### config.mk
export PLATFORM = sky130hd
export DESIGN_NAME = cmpwave_gen
export DESIGN_NICKNAME = d
export VERILOG_FILES = /design/src/rtl/cmpwave_pkg.sv /design/src/rtl/cmpwave_cfg.sv /design/src/rtl/cmpwave_events.sv /design/src/rtl/cmpwave_chan.sv /design/src/rtl/cmpwave_gen.sv
export SDC_FILE = /design/constraint.sdc
export NUM_CORES = 1
export LEC_CHECK = 0
export ABC_AREA = 1
export BUFFER_PORTS_ARGS = -buffer_cell sky130_fd_sc_hd__buf_2
export CAP_MARGIN = 20
export CORE_MARGIN = 4
export CORE_UTILIZATION = 49
export DETAILED_ROUTE_END_ITERATION = 12
export GPL_TIMING_DRIVEN = 0
export PLACE_DENSITY = 0.82
export SLEW_MARGIN = 0
export SYNTH_ARGS = -nofsm -noshare
export SYNTH_HDL_FRONTEND = slang
export SYNTH_SLANG_ARGS = --single-unit
### constraint.sdc
create_clock -name clk -period 1.7 [get_ports clk]
set_input_delay 0.17 -clock clk [delete_from_list [all_inputs] [get_ports clk]]
set_output_delay 0.17 -clock clk [all_outputs]
set_load 0.02 [all_outputs]
### src/rtl/cmpwave_pkg.sv
package cmpwave_pkg;
  typedef enum logic [2:0] {
    WM_NFRQ    = 3'd0,
    WM_MFRQ    = 3'd1,
    WM_NPWM    = 3'd2,
    WM_DPWM    = 3'd3,
    WM_DS_CRIT = 3'd4,
    WM_DS_BOT  = 3'd5,
    WM_DS_BOTH = 3'd6,
    WM_DS_TOP  = 3'd7
  } wmode_e;

  function automatic logic is_dual_slope(input wmode_e m);
    return m[2];
  endfunction
endpackage

### src/rtl/cmpwave_cfg.sv
module cmpwave_cfg
  import cmpwave_pkg::*;
#(
  parameter int NCH = 4
) (
  input  logic           clk,
  input  logic           rst_n,
  input  logic           tmr_en,
  input  logic           mode_we,
  input  logic [2:0]     mode_wd,
  input  logic           pol_we,
  input  logic [NCH-1:0] pol_wd,
  output wmode_e         mode_q,
  output logic           mode_load,
  output logic [NCH-1:0] pol_q
);
  assign mode_load = mode_we && !tmr_en;

  always_ff @(posedge clk or negedge rst_n) begin
    if (!rst_n) begin
      mode_q <= WM_NFRQ;
      pol_q  <= '0;
    end else begin
      if (mode_load) mode_q <= wmode_e'(mode_wd);
      if (pol_we)    pol_q  <= pol_wd;
    end
  end

  assert_mode_locked_R8: assert property (@(posedge clk) disable iff (!rst_n)
    tmr_en |=> $stable(mode_q));

  assert_pol_take_R9: assert property (@(posedge clk) disable iff (!rst_n)
    pol_we |=> pol_q == $past(pol_wd));
endmodule

### src/rtl/cmpwave_events.sv
module cmpwave_events
  import cmpwave_pkg::*;
#(
  parameter int NCH = 4,
  parameter int CW  = 16
) (
  input  logic [CW-1:0]     count,
  input  logic [CW-1:0]     top_val,
  input  logic [NCH*CW-1:0] cmp_flat,
  input  wmode_e            mode,
  output logic [NCH-1:0]    set_m,
  output logic [NCH-1:0]    clr_m,
  output logic              top0_m,
  output logic              top_hit,
  output logic              bot_hit
);
  localparam int HALF = NCH / 2;

  logic [NCH-1:0] eq;
  logic           paired;

  assign paired  = (mode == WM_DPWM);
  assign top0_m  = eq[0];
  assign top_hit = (count == top_val);
  assign bot_hit = (count == '0);

  for (genvar g = 0; g < NCH; g++) begin : g_eq
    assign eq[g] = (count == cmp_flat[g*CW +: CW]);
  end

  for (genvar g = 0; g < NCH; g++) begin : g_route
    if (g < HALF) begin : g_lo
      assign set_m[g] = eq[g];
      assign clr_m[g] = paired && eq[g+HALF];
    end else begin : g_hi
      assign set_m[g] = paired ? eq[g-HALF] : eq[g];
      assign clr_m[g] = paired && eq[g];
    end
  end
endmodule

### src/rtl/cmpwave_chan.sv
module cmpwave_chan
  import cmpwave_pkg::*;
(
  input  logic   clk,
  input  logic   rst_n,
  input  logic   act,
  input  logic   mode_load,
  input  wmode_e mode,
  input  logic   pol,
  input  logic   dir,
  input  logic   set_m,
  input  logic   clr_m,
  input  logic   top0_m,
  input  logic   top_hit,
  input  logic   bot_hit,
  output logic   wave_q
);
  logic phase_q, phase_d, wave_d, ss_bnd, ds_bnd;

  always_comb begin
    ss_bnd = dir ? bot_hit : top_hit;
    case (mode)
      WM_DS_BOT:  ds_bnd = bot_hit;
      WM_DS_BOTH: ds_bnd = bot_hit | top_hit;
      WM_DS_TOP:  ds_bnd = top_hit;
      default:    ds_bnd = 1'b0;
    endcase
  end

  always_comb begin
    phase_d = phase_q;
    wave_d  = wave_q;
    if (act) begin
      case (mode)
        WM_NFRQ: if (set_m)  wave_d = ~wave_q;
        WM_MFRQ: if (top0_m) wave_d = ~wave_q;
        WM_NPWM: begin
          if (set_m)       phase_d = 1'b1;
          else if (ss_bnd) phase_d = 1'b0;
          wave_d = ~(dir ^ phase_d) ^ pol;
        end
        WM_DPWM: begin
          if (set_m)       phase_d = 1'b1;
          else if (clr_m)  phase_d = 1'b0;
          else if (ss_bnd) phase_d = 1'b0;
          wave_d = ~(dir ^ phase_d) ^ pol;
        end
        default: begin
          if (set_m)       wave_d = ~dir ^ pol;
          else if (ds_bnd) wave_d = pol;
        end
      endcase
    end
    if (mode_load) phase_d = 1'b0;
  end

  always_ff @(posedge clk or negedge rst_n) begin
    if (!rst_n) begin
      phase_q <= 1'b0;
      wave_q  <= 1'b0;
    end else begin
      phase_q <= phase_d;
      wave_q  <= wave_d;
    end
  end

  assert_hold_idle_R10: assert property (@(posedge clk) disable iff (!rst_n)
    !act |=> $stable(wave_q));

  assert_freq_toggle_R2: assert property (@(posedge clk) disable iff (!rst_n)
    act && mode == WM_NFRQ && set_m |=> wave_q != $past(wave_q));

  assert_npwm_match_R4: assert property (@(posedge clk) disable iff (!rst_n)
    act && mode == WM_NPWM && set_m |=> wave_q == ($past(dir) ^ $past(pol)));

  assert_ds_match_R6: assert property (@(posedge clk) disable iff (!rst_n)
    act && is_dual_slope(mode) && set_m |=> wave_q == (!$past(dir) ^ $past(pol)));
endmodule

### src/rtl/cmpwave_gen.sv
module cmpwave_gen
  import cmpwave_pkg::*;
#(
  parameter int NCH = 4,
  parameter int CW  = 16
) (
  input  logic              clk,
  input  logic              rst_n,
  input  logic              tmr_en,
  input  logic              tick,
  input  logic              dir,
  input  logic [CW-1:0]     count,
  input  logic [CW-1:0]     top_val,
  input  logic [NCH*CW-1:0] cmp_flat,
  input  logic              mode_we,
  input  logic [2:0]        mode_wd,
  input  logic              pol_we,
  input  logic [NCH-1:0]    pol_wd,
  output logic [NCH-1:0]    wave_o
);
  localparam int HALF = NCH / 2;

  wmode_e         mode_q;
  logic           mode_load;
  logic [NCH-1:0] pol_q, set_m, clr_m;
  logic           top0_m, top_hit, bot_hit, act;

  assign act = tmr_en && tick;

  cmpwave_cfg #(.NCH(NCH)) cfg_i (
    .clk(clk), .rst_n(rst_n), .tmr_en(tmr_en),
    .mode_we(mode_we), .mode_wd(mode_wd),
    .pol_we(pol_we), .pol_wd(pol_wd),
    .mode_q(mode_q), .mode_load(mode_load), .pol_q(pol_q)
  );

  cmpwave_events #(.NCH(NCH), .CW(CW)) ev_i (
    .count(count), .top_val(top_val), .cmp_flat(cmp_flat), .mode(mode_q),
    .set_m(set_m), .clr_m(clr_m), .top0_m(top0_m),
    .top_hit(top_hit), .bot_hit(bot_hit)
  );

  for (genvar g = 0; g < NCH; g++) begin : g_ch
    cmpwave_chan ch_i (
      .clk(clk), .rst_n(rst_n), .act(act), .mode_load(mode_load),
      .mode(mode_q), .pol(pol_q[g]), .dir(dir),
      .set_m(set_m[g]), .clr_m(clr_m[g]), .top0_m(top0_m),
      .top_hit(top_hit), .bot_hit(bot_hit), .wave_q(wave_o[g])
    );
  end

  for (genvar p = 0; p < HALF; p++) begin : g_pair_chk
    assert_pair_window_R5: assert property (@(posedge clk) disable iff (!rst_n)
      act && mode_q == WM_DPWM |=>
        wave_o[p+HALF] == (wave_o[p] ^ $past(pol_q[p] ^ pol_q[p+HALF])));
  end

  assert_mfrq_common_R3: assert property (@(posedge clk) disable iff (!rst_n)
    act && mode_q == WM_MFRQ && top0_m |=> wave_o == ~$past(wave_o));
endmodule

Word level (Yosys, flattened, before mapping)
Cells that the tools add are included.

storage, ports and cells
  register bits after elaboration = 15
  input port bits = 110
  output and inout bits = 4

cells by class
  equality and inequality tests = 16
  multiplexer cells = 67
  bitwise gates (word level) = 34
  reduce and logical (&&, ||, !) cells = 19

operators with widths
  cell                count
  $eq 16x16->1        5
  $mux 1              58
  $xor 1x1->1         20
  $logic_not 16->1    1
  $reduce_bool 5->1   3
  $not 1->1           13
  $pmux 1 s4          3
  $reduce_and 4->1    3
  $eq 3x3->1 const B  3
  $ne 2x1->1 const B  4
  $pmux 1 s2          4
  $eq 3x2->1 const B  2
  $pmux 1 s3          2
  $logic_and 1x1->1   4
  $reduce_bool 4->1   1
  $eq 3x1->1 const B  1
  $logic_not 3->1     1
  $reduce_and 3->1    1
  $reduce_bool 3->1   1
  $ne 2x2->1 const B  1
  $reduce_and 2->1    1
  $reduce_bool 2->1   1
  $reduce_or 2->1     1
  $logic_not 1->1     1
  $or 1x1->1          1

Depth between registers and ports, before layout
  word-level depth = 11
  depth in mapped cells = 17
  mapped depth without buffers = 16

Modules after synthesis
Synthesis repeated with hierarchy kept, for this count alone.

unflattened totals
  cells, all modules = 595
  area, all modules = 2914.0 um^2

modules (own cells, without submodules)
  module          times used  cells each  area an instance (um^2)  sequential area each (um^2)
  cmpwave_events  1           358         1524.0                   0.0
  cmpwave_chan    4           51          276.5                    50.0
  cmpwave_cfg     1           31          276.5                    175.2
  cmpwave_gen     1           2           7.5                      0.0

Worst setup path after synthesis
No wires, ideal clock.

  kind = register to register
  start point = register cfg_i.mode_q[2]
  end point = register g_ch[1].ch_i.wave_q
  setup time = 0.113 ns
  data arrival time = 1.372 ns
  required time = 1.587 ns
  slack = 0.215 ns
  cell stages (with the launch flop) = 12
  period minus slack after synthesis = 1.485 ns
  path through = dfrtp_1 -> buf_2 -> nor2_1 -> inv_1 -> nand2_1 -> inv_1 -> nand3b_1 -> o21bai_1 -> nor2_1 -> nand3_1 -> nand2_1 -> inv_1

on the way
  longest elaborated chain between the ends = 10

ends and longest elaborated chain
  item                    line                                      RTL
  start, declared         cmpwave_cfg.sv:13                         output wmode_e mode_q,
  start signal, assigned  cmpwave_cfg.sv:24                         if (mode_load) mode_q <= wmode_e'(mode_wd);
  $eq 3x2->1              cmpwave_events.sv:22, cmpwave_chan.sv:34
  $logic_and 1x1->1       cmpwave_events.sv:34                      assign clr_m[g] = paired && eq[g+HALF];
  $mux 1                  cmpwave_chan.sv:44                        else if (clr_m) phase_d = 1'b0;
  $mux 1                  cmpwave_chan.sv:43                        if (set_m) phase_d = 1'b1;
  $mux 1                  cmpwave_chan.sv:34                        case (mode)
  $mux 1                  cmpwave_chan.sv:33                        if (act) begin
  $xor 1x1->1             cmpwave_chan.sv:46                        wave_d = ~(dir ^ phase_d) ^ pol;
  $not 1->1               cmpwave_chan.sv:46
  $xor 1x1->1             cmpwave_chan.sv:46
  $pmux 1 s4              cmpwave_chan.sv:34
  end signal, assigned    cmpwave_chan.sv:63                        wave_q <= wave_d;
  end, declared           cmpwave_chan.sv:16                        output logic wave_q

Parallel ways exist; a longest one is shown, timed or not. The select of a mux whose other input is x is not followed.
A chain may end at the register's enable or synchronous reset.

Final worst setup path
  start point = register cfg_i.mode_q[1]
  end point = register g_ch[3].ch_i.wave_q

on the way
  longest elaborated chain between the ends = 10

ends and longest elaborated chain
  item                  line                                      RTL
  $eq 3x2->1            cmpwave_events.sv:22, cmpwave_chan.sv:34
  $logic_and 1x1->1     cmpwave_events.sv:37                      assign clr_m[g] = paired && eq[g];
  $mux 1                cmpwave_chan.sv:44
  $mux 1                cmpwave_chan.sv:43
  $mux 1                cmpwave_chan.sv:34
  $mux 1                cmpwave_chan.sv:33
  $xor 1x1->1           cmpwave_chan.sv:46
  $not 1->1             cmpwave_chan.sv:46
  $xor 1x1->1           cmpwave_chan.sv:46
  $pmux 1 s4            cmpwave_chan.sv:34
  end signal, assigned  cmpwave_chan.sv:63
  end, declared         cmpwave_chan.sv:16

Parallel ways exist; a longest one is shown, timed or not. The select of a mux whose other input is x is not followed.

==> flow_metrics.env <==
export IMPL_p_leak_nw=2.09
export IMPL_drive_gt1_share_pct=27.5
export IMPL_grt_max_degree=16
export IMPL_utilization_pct=64.7
export IMPL_hp_start="pol_wd[2]"
export IMPL_die_area_um2=6650
export IMPL_vias_per_cell=4.70
export IMPL_synth_distinct_cells=23
export IMPL_grt_antenna_before_repair=0
export IMPL_worst_setup_path_start_kind="register"
export IMPL_maxCapViolations=0
export IMPL_coreArea_um2=5170
export IMPL_tritoncts="yes"
export IMPL_num_rows=26
export IMPL_clk_latency_ns=0.26
export IMPL_worst_setup_path_end_kind="register"
export IMPL_ir_worst_vdd_mv=0.585
export IMPL_post_route_min_period_ns=1.60
export IMPL_layout_cells_non_filler=673
export IMPL_clk_pin_slew_ns=0.07
export IMPL_grt_pass1_wl_um=11500
export IMPL_worstPathArrival_ns=1.76
export IMPL_grt_pass1_vias=2846
export IMPL_post_drt_wl_per_cell_um=10.9
export IMPL_initial_core_util_pct=51.3
export IMPL_htree_levels=1
export IMPL_ant_nets=0
export IMPL_reg2reg_setup_slack_ns=0.1
export IMPL_powerDensity_nw_per_um2=514
export IMPL_cts_made_buffers=3
export IMPL_grt_total_usage_pct=21.6
export IMPL_reg2reg_depth=12
export IMPL_rsz0062_at_grt="yes"
export IMPL_p_total_mw=1.72
export IMPL_fillCellCount=512
export IMPL_syn_cell_area_um2=2650
export IMPL_routabilityCongestion=0.882
export IMPL_ys_warn_count=0
export IMPL_hold_path_endpoint="cfg_i.pol_q[2]$_DFFE_PN0P_"
export IMPL_finalCritPeriodShare_pct=94.3
export IMPL_min_path_cells=3
export IMPL_die_width_um=81.6
export IMPL_yosysSeqAreaShare_pct=14.2
export IMPL_nets=714
export IMPL_r2r_end="g_ch[3].ch_i.wave_q$_DFFE_PN0P_"
export IMPL_die_y_um=81.6
export IMPL_cp_required_ns=1.85
export IMPL_rr_startpoint="cfg_i.mode_q[1]$_DFFE_PN0P_"
export IMPL_drt_total_wl_um=7320
export IMPL_place_port_buffers=96
export IMPL_holdWs_ns=0.122
export IMPL_hp_class="input port to register"
export IMPL_synthCells=496
export IMPL_hold_violations=0
export IMPL_dp_hpwl_um=6200
export IMPL_area_growth_pct=26.2
export IMPL_critPathKind="register to register"
export IMPL_max_slew_margin_pct=71.7
export IMPL_cts_sink_count=15
export IMPL_synth_nets=606
export IMPL_clock_skew_ns=0.00493
export IMPL_pre_cts_slack_ns=-0.0426
export IMPL_setup_viol=0
export IMPL_overflow=0
export IMPL_drc_errors=0
export IMPL_critPathMaxFanout=4
export IMPL_dpl_cell_count=662
export IMPL_outcome="finished, final reports clean"
export IMPL_clock_path_buffers=2
export IMPL_worst_slew_pin_slew_ns=0.425
export IMPL_drtIter0Drc=105
export IMPL_fmax_mhz=624
export IMPL_finalMaxSlewViolations=0
export IMPL_synth_seq_cells=15
export IMPL_setup_ws_ns=0.0970
export IMPL_via_count=3166
export IMPL_cts_root_buffer="clkbuf_8"
export IMPL_io_pin_count=114
export IMPL_first_pass_iters=5
export IMPL_syn_mean_instance_area_um2=5.35
export IMPL_diodes=0
## flip-flops by register name, summed over array words and instances, names as in the netlist
signal and cells:
g_ch.ch_i.wave_q 4, cfg_i.mode_q 3, g_ch.ch_i.phase_q 4, cfg_i.pol_q 4
## cell usage in the layout (no fill, tap or decap), types with 2 or more instances in the layout
master,instances
nand2_2,4
nand4_1,6
nor2_4,2
inv_2,16
clkbuf_1,2
buf_2,96
nor2_2,11
xnor2_1,4
nand2_1,198
inv_1,72
o21ai_0,10
a21oi_1,7
clkbuf_8,3
buf_6,6
nor2_1,52
nand3_1,30
xor2_1,38
mux2_2,2
dfrtp_1,14
buf_4,21
o21bai_1,2
## where the power goes
| group | total [mW] | switching, mW | internal (mW) |
|---|---|---|---|
| clock | 0.305 | 0.138 | 0.167 |
| combinational | 0.953 | 0.523 | 0.430 |
| sequential | 0.462 | 0.0412 | 0.421 |
## per-stage QoR
| stage | TNS [ns] | instance area (um2) |
|---|---|---|
| after floorplan | 0 | 2650 |
| after global placement | -0.0389 | 3220 |
| after detailed placement | -0.0843 | 3220 |
| after CTS | 0 | 3280 |
| after global routing | -0.0956 | 3350 |
| final | 0 | 3350 |
## Yosys cell counts
master	instances	area, um2
dfrtp_1	15	375
buf_4	14	105
buf_2	1	5.00
inv_1	73	274
clkbuf_1	1	3.75
nand2_1	199	747
nand4_1	6	37.5
xor2_1	38	333
nor2_2	11	68.8
nand2_2	4	25.0
xnor2_1	4	35.0
mux2_2	2	22.5
nand3_1	30	150
o21bai_4	1	18.8
nor3_1	1	5.00
nor2_1	53	199
buf_6	6	67.6
nand3b_1	1	7.51
inv_2	15	56.3
a21oi_1	8	40.0
nor2_4	1	11.3
o21ai_0	10	50.1
o21bai_1	2	15.0
## layer usage
metal / wire length, um / up-vias / track usage (%)
li1: - / 1666 / -
met1: 3000 / 1380 / 24.2
met2: 3540 / 107 / 41.3
met3: 641 / 13 / 3.40
met4: 143 / 0 / 6.98
met5: 0 / - / 0
## critical path, cell delays in order, from the launching register on
cell and delay, ns:
dfrtp_2 0.45, nand2_4 0.07, nand2_1 0.06, a21oi_2 0.10
nand3_1 0.08, nand2_1 0.07, inv_1 0.05, nand3b_1 0.20
o21bai_1 0.13, nor2_1 0.11, nand3_1 0.08, nand2_1 0.07
inv_1 0.04
## cell families (layout without fill, tap and decap cells)
family                 Yosys count  after routing  synth area share (%)
AO/OA/AOI/OAI                   21             21                  4.67
XOR/XNOR                        42             42                  13.9
buffers and inverters          110            217                  19.3
AND/OR/NAND/NOR                306            306                  47.2
multiplexers                     2              2                 0.849
flip-flops                      15             15                  14.2
## final cells by class
| type | instances | area [um2] | area share [%] |
|---|---|---|---|
| plain buffers | 22 | 184 | 5.49 |
| multi-input cells | 371 | 1790 | 53.4 |
| clock buffers | 4 | 45.0 | 1.35 |
| inverters | 88 | 330 | 9.87 |
| flip-flops and latches | 15 | 377 | 11.2 |
| well taps | 70 | 87.6 | 2.62 |
| repair buffers | 103 | 536 | 16.0 |
## what timing repair did
action	in CTS	in global routing
buffers inserted	0	6
resized for setup	1	9
hold endpoints to repair	15	0
pin swaps	0	6
endpoints found under the setup margin	3	3
hold buffers	1	0
## worst max-delay path by stage
stage,from,endpoint,slack [ns]
2_1_floorplan,cfg_i.mode_q[2]$_DFFE_PN0P_,g_ch[1].ch_i.wave_q$_DFFE_PN0P_,0.21
3_3_place_gp,cfg_i.mode_q[2]$_DFFE_PN0P_,g_ch[3].ch_i.wave_q$_DFFE_PN0P_,-0.02
3_5_place_dp,cfg_i.mode_q[2]$_DFFE_PN0P_,g_ch[3].ch_i.wave_q$_DFFE_PN0P_,-0.04
4_1_cts,cfg_i.mode_q[1]$_DFFE_PN0P_,g_ch[3].ch_i.wave_q$_DFFE_PN0P_,0.004
5_1_grt,cfg_i.mode_q[1]$_DFFE_PN0P_,g_ch[3].ch_i.wave_q$_DFFE_PN0P_,-0.09
6_report,cfg_i.mode_q[1]$_DFFE_PN0P_,g_ch[3].ch_i.wave_q$_DFFE_PN0P_,0.1
(Power assumes the default switching activity.)
